`src/rtl/edge_mirror_pkg.sv`:
```
package edge_mirror_pkg;
  localparam int NTAP = 5;
  localparam int HALF = 2;

  typedef enum logic [1:0] {
    ST_IDLE,
    ST_FILL,
    ST_TAIL
  } mir_st_e;

  // source of the value shifted into the sample window
  typedef enum logic [1:0] {
    INS_NEW,
    INS_NEAR,
    INS_FAR
  } ins_e;
endpackage

```
`src/rtl/edge_tap_shift.sv`:
```
module edge_tap_shift #(
  parameter int DW    = 8,
  parameter int DEPTH = 5
) (
  input  logic              clk_i,
  input  logic              rst_ni,
  input  logic              shift_i,
  input  logic [DW-1:0]     din_i,
  output logic [DEPTH*DW-1:0] win_o
);
  logic [DW-1:0] stg_q [DEPTH];

  generate
    for (genvar i = 0; i < DEPTH; i++) begin : g_stg
      always_ff @(posedge clk_i or negedge rst_ni) begin
        if (!rst_ni)      stg_q[i] <= '0;
        else if (shift_i) stg_q[i] <= (i == 0) ? din_i : stg_q[(i == 0) ? 0 : i-1];
      end
      assign win_o[i*DW +: DW] = stg_q[i];
    end
  endgenerate


  shift_chk: assert property (@(posedge clk_i) disable iff (!rst_ni)
    shift_i |=> (win_o[DW +: DW] == $past(win_o[0 +: DW])));
endmodule

```
`src/rtl/edge_mirror_ctrl.sv`:
```
module edge_mirror_ctrl
  import edge_mirror_pkg::*;
#(
  parameter int LW = 8
) (
  input  logic          clk_i,
  input  logic          rst_ni,
  input  logic          smp_vld_i,
  input  logic [LW-1:0] len_i,
  input  logic          start_mir_i,
  input  logic          end_mir_i,
  output logic          shift_o,
  output ins_e          ins_o,
  output logic          vld_o,
  output logic [LW-1:0] pos_o,
  output logic          sm_o,
  output logic          em_o,
  output logic [LW-1:0] len_o,
  output logic          err_o
);
  localparam int CW = LW + 2;

  mir_st_e       st_q;
  logic [CW-1:0] idx_q;
  logic [LW-1:0] len_q, mir_end_q, pos_q;
  logic          sm_q, em_q, vld_q;

  logic          idle, acc, cur_sm, cur_em, emit, last, tail_more;
  logic [LW-1:0] cur_len;
  logic [CW-1:0] k, lead, tot;

  always_comb begin
    idle      = (st_q == ST_IDLE);
    err_o     = (len_i < LW'(4));
    acc       = smp_vld_i && (idle ? !err_o : (st_q == ST_FILL));
    cur_len   = idle ? len_i : len_q;
    cur_sm    = idle ? start_mir_i : sm_q;
    cur_em    = idle ? end_mir_i : em_q;
    k         = idle ? '0 : idx_q;
    lead      = cur_sm ? '0 : CW'(HALF);
    tot       = CW'(cur_len) + (cur_sm ? '0 : CW'(HALF)) + (cur_em ? '0 : CW'(HALF));
    emit      = (k >= lead + CW'(HALF));
    last      = (k == tot - CW'(1));
    // mirror counter (output position) against mirror-end value
    tail_more = ((pos_q + LW'(1)) == mir_end_q);
    shift_o   = acc || (st_q == ST_TAIL);
    if (st_q == ST_TAIL) ins_o = tail_more ? INS_NEAR : INS_FAR;
    else                 ins_o = INS_NEW;
  end

  always_ff @(posedge clk_i or negedge rst_ni) begin
    if (!rst_ni) begin
      st_q      <= ST_IDLE;
      idx_q     <= '0;
      len_q     <= '0;
      mir_end_q <= '0;
      pos_q     <= '0;
      sm_q      <= 1'b0;
      em_q      <= 1'b0;
      vld_q     <= 1'b0;
    end else if (acc) begin
      if (idle) begin
        len_q     <= len_i;
        mir_end_q <= len_i - LW'(2);
        sm_q      <= start_mir_i;
        em_q      <= end_mir_i;
      end
      vld_q <= emit;
      if (emit) pos_q <= LW'(k - lead - CW'(HALF));
      if (last) begin
        st_q  <= cur_em ? ST_TAIL : ST_IDLE;
        idx_q <= '0;
      end else begin
        st_q  <= ST_FILL;
        idx_q <= k + CW'(1);
      end
    end else if (st_q == ST_TAIL) begin
      vld_q <= 1'b1;
      pos_q <= pos_q + LW'(1);
      if (!tail_more) st_q <= ST_IDLE;
    end else begin
      vld_q <= 1'b0;
    end
  end

  assign vld_o = vld_q;
  assign pos_o = pos_q;
  assign sm_o  = sm_q;
  assign em_o  = em_q;
  assign len_o = len_q;


  pos_range_chk: assert property (@(posedge clk_i) disable iff (!rst_ni)
    vld_q |-> (pos_q < len_q));

  tail_out_chk: assert property (@(posedge clk_i) disable iff (!rst_ni)
    (st_q == ST_TAIL) |=> vld_q);

  err_idle_chk: assert property (@(posedge clk_i) disable iff (!rst_ni)
    (idle && err_o) |=> ((st_q == ST_IDLE) && !vld_q));

  latch_chk: assert property (@(posedge clk_i) disable iff (!rst_ni)
    (st_q == ST_FILL) |=> ($stable(len_q) && $stable(sm_q) && $stable(em_q)));
endmodule

```
`src/rtl/edge_tap_sel.sv`:
```
module edge_tap_sel
  import edge_mirror_pkg::*;
#(
  parameter int DW = 8,
  parameter int LW = 8
) (
  input  logic                 clk_i,
  input  logic                 rst_ni,
  input  logic [NTAP*DW-1:0]   win_i,
  input  logic [LW-1:0]        pos_i,
  input  logic                 sm_i,
  input  logic                 vld_i,
  output logic [NTAP*DW-1:0]   taps_o
);
  logic [DW-1:0] tap [NTAP];

  always_comb begin
    for (int j = 0; j < NTAP; j++) tap[j] = win_i[(NTAP-1-j)*DW +: DW];
    // start-edge reflection: window holds s2,s1,s0 (pos 0) or s3..s0 (pos 1)
    if (sm_i && pos_i == '0) begin
      tap[0] = win_i[0 +: DW];
      tap[1] = win_i[DW +: DW];
    end else if (sm_i && pos_i == LW'(1)) begin
      tap[0] = win_i[2*DW +: DW];
    end
  end

  generate
    for (genvar j = 0; j < NTAP; j++) begin : g_pack
      assign taps_o[j*DW +: DW] = tap[j];
    end
  endgenerate


  start_sym_chk: assert property (@(posedge clk_i) disable iff (!rst_ni)
    (vld_i && sm_i && pos_i == '0) |->
      (taps_o[0 +: DW] == taps_o[4*DW +: DW] && taps_o[DW +: DW] == taps_o[3*DW +: DW]));
endmodule

```
`src/rtl/edge_mirror_taps.sv`:
```
module edge_mirror_taps
  import edge_mirror_pkg::*;
#(
  parameter int DW = 8,
  parameter int LW = 8
) (
  input  logic               clk_i,
  input  logic               rst_ni,
  input  logic [DW-1:0]      smp_i,
  input  logic               smp_vld_i,
  input  logic [LW-1:0]      len_i,
  input  logic               start_mir_i,
  input  logic               end_mir_i,
  output logic [NTAP*DW-1:0] taps_o,
  output logic               taps_vld_o,
  output logic [LW-1:0]      pos_o,
  output logic               len_err_o
);
  logic [NTAP*DW-1:0] win;
  logic [DW-1:0]      din;
  logic               shift, sm_l, em_l;
  ins_e               ins;
  logic [LW-1:0]      len_l;

  edge_mirror_ctrl #(.LW(LW)) u_ctrl (
    .clk_i       (clk_i),
    .rst_ni      (rst_ni),
    .smp_vld_i   (smp_vld_i),
    .len_i       (len_i),
    .start_mir_i (start_mir_i),
    .end_mir_i   (end_mir_i),
    .shift_o     (shift),
    .ins_o       (ins),
    .vld_o       (taps_vld_o),
    .pos_o       (pos_o),
    .sm_o        (sm_l),
    .em_o        (em_l),
    .len_o       (len_l),
    .err_o       (len_err_o)
  );

  // tail reflection: re-insert sample N-2 then N-3 from the window
  always_comb begin
    case (ins)
      INS_NEAR: din = win[DW +: DW];
      INS_FAR:  din = win[3*DW +: DW];
      default:  din = smp_i;
    endcase
  end

  edge_tap_shift #(.DW(DW), .DEPTH(NTAP)) u_shift (
    .clk_i   (clk_i),
    .rst_ni  (rst_ni),
    .shift_i (shift),
    .din_i   (din),
    .win_o   (win)
  );

  edge_tap_sel #(.DW(DW), .LW(LW)) u_sel (
    .clk_i  (clk_i),
    .rst_ni (rst_ni),
    .win_i  (win),
    .pos_i  (pos_o),
    .sm_i   (sm_l),
    .vld_i  (taps_vld_o),
    .taps_o (taps_o)
  );


  end_sym_chk: assert property (@(posedge clk_i) disable iff (!rst_ni)
    (taps_vld_o && em_l && pos_o == len_l - LW'(1)) |->
      (taps_o[3*DW +: DW] == taps_o[DW +: DW] && taps_o[4*DW +: DW] == taps_o[0 +: DW]));
endmodule

```
`config.mk`:
```
export PLATFORM = sky130hd
export DESIGN_NAME = edge_mirror_taps
export DESIGN_NICKNAME = d
export VERILOG_FILES = /design/src/rtl/edge_mirror_pkg.sv /design/src/rtl/edge_tap_shift.sv /design/src/rtl/edge_mirror_ctrl.sv /design/src/rtl/edge_tap_sel.sv /design/src/rtl/edge_mirror_taps.sv
export SDC_FILE = /design/constraint.sdc
export NUM_CORES = 1
export LEC_CHECK = 0
export ABC_AREA = 1
export BUFFER_PORTS_ARGS = -buffer_cell sky130_fd_sc_hd__buf_2
export CORE_ASPECT_RATIO = 1.4
export CORE_MARGIN = 2
export CORE_UTILIZATION = 25
export DETAILED_ROUTE_END_ITERATION = 7
export GPL_TIMING_DRIVEN = 0
export HOLD_SLACK_MARGIN = 0.06
export MAX_ROUTING_LAYER = met4
export PLACE_DENSITY = 0.49
export SLEW_MARGIN = 20
export SYNTH_ARGS = -nofsm -noshare
export SYNTH_HDL_FRONTEND = slang
export SYNTH_SLANG_ARGS = --single-unit
```
`constraint.sdc`:
```
create_clock -name clk_i -period 8.04 [get_ports clk_i]
set_input_delay 2.01 -clock clk_i [delete_from_list [all_inputs] [get_ports clk_i]]
set_output_delay 2.01 -clock clk_i [all_outputs]
set_load 0.05 [all_outputs]
```
* Word-level counts from Yosys, hierarchy flattened
Cells that the tools add are included. W data, S select, Z words.
Storage, ports and cells: register bits after elaboration 79, ROM bits 0, memory bits (writable) 0, output and inout port bits 50, bits in latches 0, input port bits 21, memories kept 0, logic and storage cells 68
Cells by class: mux-type cells 24, div/mod/pow operators 0, shifts and indexed selects 0, equal/unequal tests 9, $add $sub $neg 9, reduce and logical (&&, ||, !) cells 11, $mul 0, bitwise gates (word level) 0, magnitude comparators 2
Operator list (count):
- $mux W8 | 7
- $mux W10 | 2
- $mux W2 | 9
- $pmux W8 S2 | 1
- $sub A8 B2 Y8 const B | 2
- $add A10 B1 Y10 const B | 1
- $add A10 B10 Y10 | 1
- $add A10 B2 Y10 const B | 1
- $add A8 B10 Y10 | 1
- $eq A10 B10 Y1 | 1
- $ge A10 B10 Y1 | 1
- $sub A10 B1 Y10 const B | 1
- $add A8 B1 Y8 const B | 1
- $eq A8 B1 Y1 const B | 1
- $eq A8 B8 Y1 | 1
- $logic_not A8 Y1 | 1
- $lt A8 B3 Y1 const B | 1
- $sub A8 B8 Y8 | 1
- $reduce_and A2 Y1 | 3
- $mux W1 | 5
- $eq A2 B1 Y1 const B | 2
- $eq A2 B2 Y1 const B | 2
- $logic_and A1 B1 Y1 | 3
- $logic_not A2 Y1 | 1
- 5 further kinds | 5

* Longest topological paths before layout
depth after elaboration 9, depth in mapped cells 22, gate-level depth less buffers 19

* By module
From an unflattened synthesis, not the netlist that was laid out.
Unflattened totals: cells, all modules 786, area total of the unflattened synthesis 5709.2 um^2
By module, submodules not included:
- edge_mirror_ctrl | times used 1, area an instance 3168.0 um^2, cells each 434, seq. area each 975.9 um^2
- edge_tap_shift | times used 1, area an instance 1616.6 um^2, cells each 170, seq. area each 1001.0 um^2
- edge_tap_sel | times used 1, area an instance 681.9 um^2, cells each 126, seq. area each 0.0 um^2
- edge_mirror_taps | times used 1, area an instance 242.7 um^2, cells each 56, seq. area each 0.0 um^2

* Worst setup path before layout
No wires, ideal clock.
path type input to output, start input port len_i[5], end output port len_err_o, arrival 2.848 ns, slack 3.182 ns, path buffers 0, stages on the path 3, data required time 6.030 ns, cell sequence nor2_1 nand2_1 nor3_2
On the way: word-level cells in the longest chain between the ends 1
Ends and longest elaborated chain:
- start: declaration | RTL line edge_mirror_taps.sv:11 | input logic [LW-1:0] len_i,
- $lt A8 B3 Y1 | RTL line edge_mirror_ctrl.sv:34 | err_o = (len_i < LW'(4));
- end: declaration | RTL line edge_mirror_taps.sv:17 | output logic len_err_o
No other way between the ends.

* Worst setup path in the final report
Ends and elaborated chain as after synthesis.

==> key figures <==
Setup path
  – Reg-to-reg endpoint: u_ctrl.idx_q[8]$_DFFE_PN0P_
  – CP peak stage delay: 0.37 ns
  – Slowest CP cell: nor3_2
  – CP Launch Type: input port
  – CP cell instances: buf_2 > nor2_1 > nand2_1 > nor3_2 > buf_2
  – Critical R2R Launch: u_ctrl.st_q[0]$_DFFE_PN0P_
  – R2R Setup Slk: approximately 4.5 ns
  – WS Path Type: in -> out
  – Crit. End Element: output pin
  – Most used cell, CP: buf_2
  – Crit-path max FO: 3
  – Worst EP required: 6.03 ns
  – R2R cell count: 22
  – Worst Path Arrival: 3.12 ns

Clock network
  – Clk buf depth: 2
  – Post-CTS sizing: 0
  – Cts hold-fix bufs: 0
  – Cts bufs inserted: 9
  – H-tree depth: 3
  – TritonCTS clock tree: yes
  – CTS root buf: clkbuf_16
  – Worst-path clk slew: 0.06 ns
  – Postcts setup bufs: 0
  – TritonCTS sink count: between 70 and 80
  – Clock latency at the later pin of the worst-skew pair: around 0.35 ns

Logic synthesis
  – Largest family of logic cells by synthesized area: simple AND/OR/NAND/NOR gates
  – Adder-cell share of the synthesized area: 4.87%
  – Leading area contributor after synthesis: dfrtp_1
  – Synth cell types: 36
  – Post-Syn Instances: 769
  – Synth Register Bits: between 70 and 80
  – Area contributors post-synth: dfrtp_1 (36%), nand2_1 (16%), inv_1 (7.7%)
  – Synth Cell Area: 5440 um2
  – Compound-Gate Fraction of Synth Area: ~11%
  – Synthesized net count: 810
  – Yosys top cell area share: 36.3%
  – Post-Synth XOR/XNOR Area: 4.18%
  – Syn Area/Cell: 7.08 um2
  – Seq/Total Area, Yosys: 36.3%
  – Synth Area in Simple Gates: 29.7%
  – Synthesis Warnings: 0
  – Post-synthesis mux area share: 0%

Drt
  – Pre-Repair DR Iteration Count: 5
  – Iteration-0 DRC Markers: around 330
  – Via density: 4.51
  – DRT Wirelength: 16400 um
  – Antenna Nets Post-Route: 0
  – Vias: roughly 5000
  – Drt wl/cell: 14.7 um
  – Drt drc: 0

Timing
  – Setup Total Neg Slack: 0 ns
  – Final period util: roughly 64%
  – Worst setup margin: 2.91 ns
  – Worst-Margin Slew: 0.682 ns
  – Slew Limit Fails: 0
  – Final setup fails: 0
  – Fmax: 0.195 GHz
  – RSZ-0062 raised after global routing: no
  – Min Tclk post-route: roughly 5 ns
  – Relative slew slack: a little over half
  – Hold Fails Final Rpt: 0
  – Clock Skew: 0.00915 ns

Pwr
  – Pwr Density: 289 nW/um2
  – Pleak: 3.40 nW
  – Total Power: 1.87 mW
  – Peak supply drop: 0.000112 V

Die
  – Die Width: ~130 um
  – Die area: 23000 um2
  – Num ports: 71
  – Die height: 179 um
  – CORE AREA: 21300 um2
  – Starting Density: 25.6%
  – Row Count: 63

Placement
  – Worst slack at placement: between 2 and 3 ns
  – Final HPWL DP: about 13000 um
  – Routability cong.: 0.827
  – IO Port Bufs: 70

GRT
  – Total GRT Usage: between 10% and 20%
  – First-pass GRT wire length: 26500 um
  – Grt ovf: 0
  – Initial antenna violation count: 0
  – Vias in the first global route: 4944
  – Pin count of the biggest net entering global routing: 48

Cells and area
  – Share of layout cells above drive strength 1: 18.3%
  – P&R area growth vs syn: 18.7%
  – Commonest non-fill, non-tap cells in the layout: nand2_1 (225), inv_1 (111), o21ai_0 (81), dfrtp_1 (79), buf_2 (78)
  – Most common cell after layout, fill and taps aside: nand2_1
  – Antenna cell count: 0
  – Fin nets: between 800 and 900

Worst hold path
  – Hold Crit Class: reg -> reg
  – Hold Path End: u_ctrl.len_o[5]$_DFFE_PN0P_
  – Worst hold path startpoint: u_ctrl.len_o[5]$_DFFE_PN0P_
  – Hold path cells: 2

Outcome
  – Outcome: finished clean

Job
  – Max-cap violation count: 0
-- synth_stat cells, drive strengths merged --
cell type and count:
o21ai 95, nand3b 1, clkbuf 14, nor2 54
o21a 1, dfrtp 79, or2 2, nor3 6
o211ai 8, nor3b 1, nor4 2, nand3 60
nand2 231, inv 116, a21o 1, xnor2 11
ha 18, a31oi 2, a21boi 1, xor2 15
nand4 7, o21bai 1, fa 2, a21oi 5
buf 36
-- stage by stage --
stage	instance area (um2)	std cells	util, %	hold WS, ns
3_3_place_gp	6120	1099	28.8	0.463
3_5_place_dp	6150	1100	28.9	0.470
2_1_floorplan	5440	769	-	0.448
4_1_cts	6460	1116	30.4	0.487
6_report	6460	1116	30.4	0.481
5_1_grt	6460	1116	30.4	0.508
-- worst max-delay path, delay by kind of cell --
family        cells  cell delay, ns
simple gates      3            0.61
buf+inv           2            0.48
-- logic make-up after synthesis --
group | count (synthesis)
compound gates | 114
xor+xnor | 26
fa+ha+maj | 20
buf+inv | 166
flops | 79
simple gates | 364
-- layout make-up --
class,instances,area [um2]
inverter,116,435
timing repair buffer,71,380
fill,2379,14800
tap,260,325
multi-input combinational,524,2720
sequential,79,1980
buffer,50,317
clock buffer,9,225
clock inverter,7,86.3
-- registers in the layout, summed over array words and instances, names as in the netlist --
signal            cells
u_ctrl.mir_end_q      8
u_ctrl.vld_o          1
u_ctrl.sm_o           1
u_ctrl.em_o           1
u_ctrl.pos_o          8
u_shift.win_o        40
u_ctrl.len_o          8
u_ctrl.idx_q         10
u_ctrl.st_q           2
-- per-layer routing --
metal	track usage [%]	part of all wire, %	up-vias
met3	2.67	3.9	31
met4	5.75	2.8	0
met1	17.6	42	2316
li1	-	-	2557
met5	-	0	-
met2	26.7	51	125
-- worst max path at each step --
stage / startpoint / endpoint / slack [ns] / cells after the start
finish: len_i[5] / len_err_o / 2.91 / 5
global route: len_i[4] / len_err_o / 2.81 / 5
CTS: len_i[5] / len_err_o / 2.86 / 5
detailed placement: len_i[5] / len_err_o / 2.86 / 5
global placement: len_i[5] / len_err_o / 2.85 / 5
floorplan: len_i[5] / len_err_o / 3.18 / 3
-- report_power, final --
part | internal (mW) | leakage [nW] | total, mW | switching, mW
Sequential | 0.477 | 0.983 | 0.560 | 0.0836
Clock | 0.248 | 0.150 | 0.442 | 0.194
Combinational | 0.268 | 2.26 | 0.864 | 0.596
Total | 0.993 | 3.40 | 1.87 | 0.873
No activity file was read; power rests on OpenSTA's default activity.
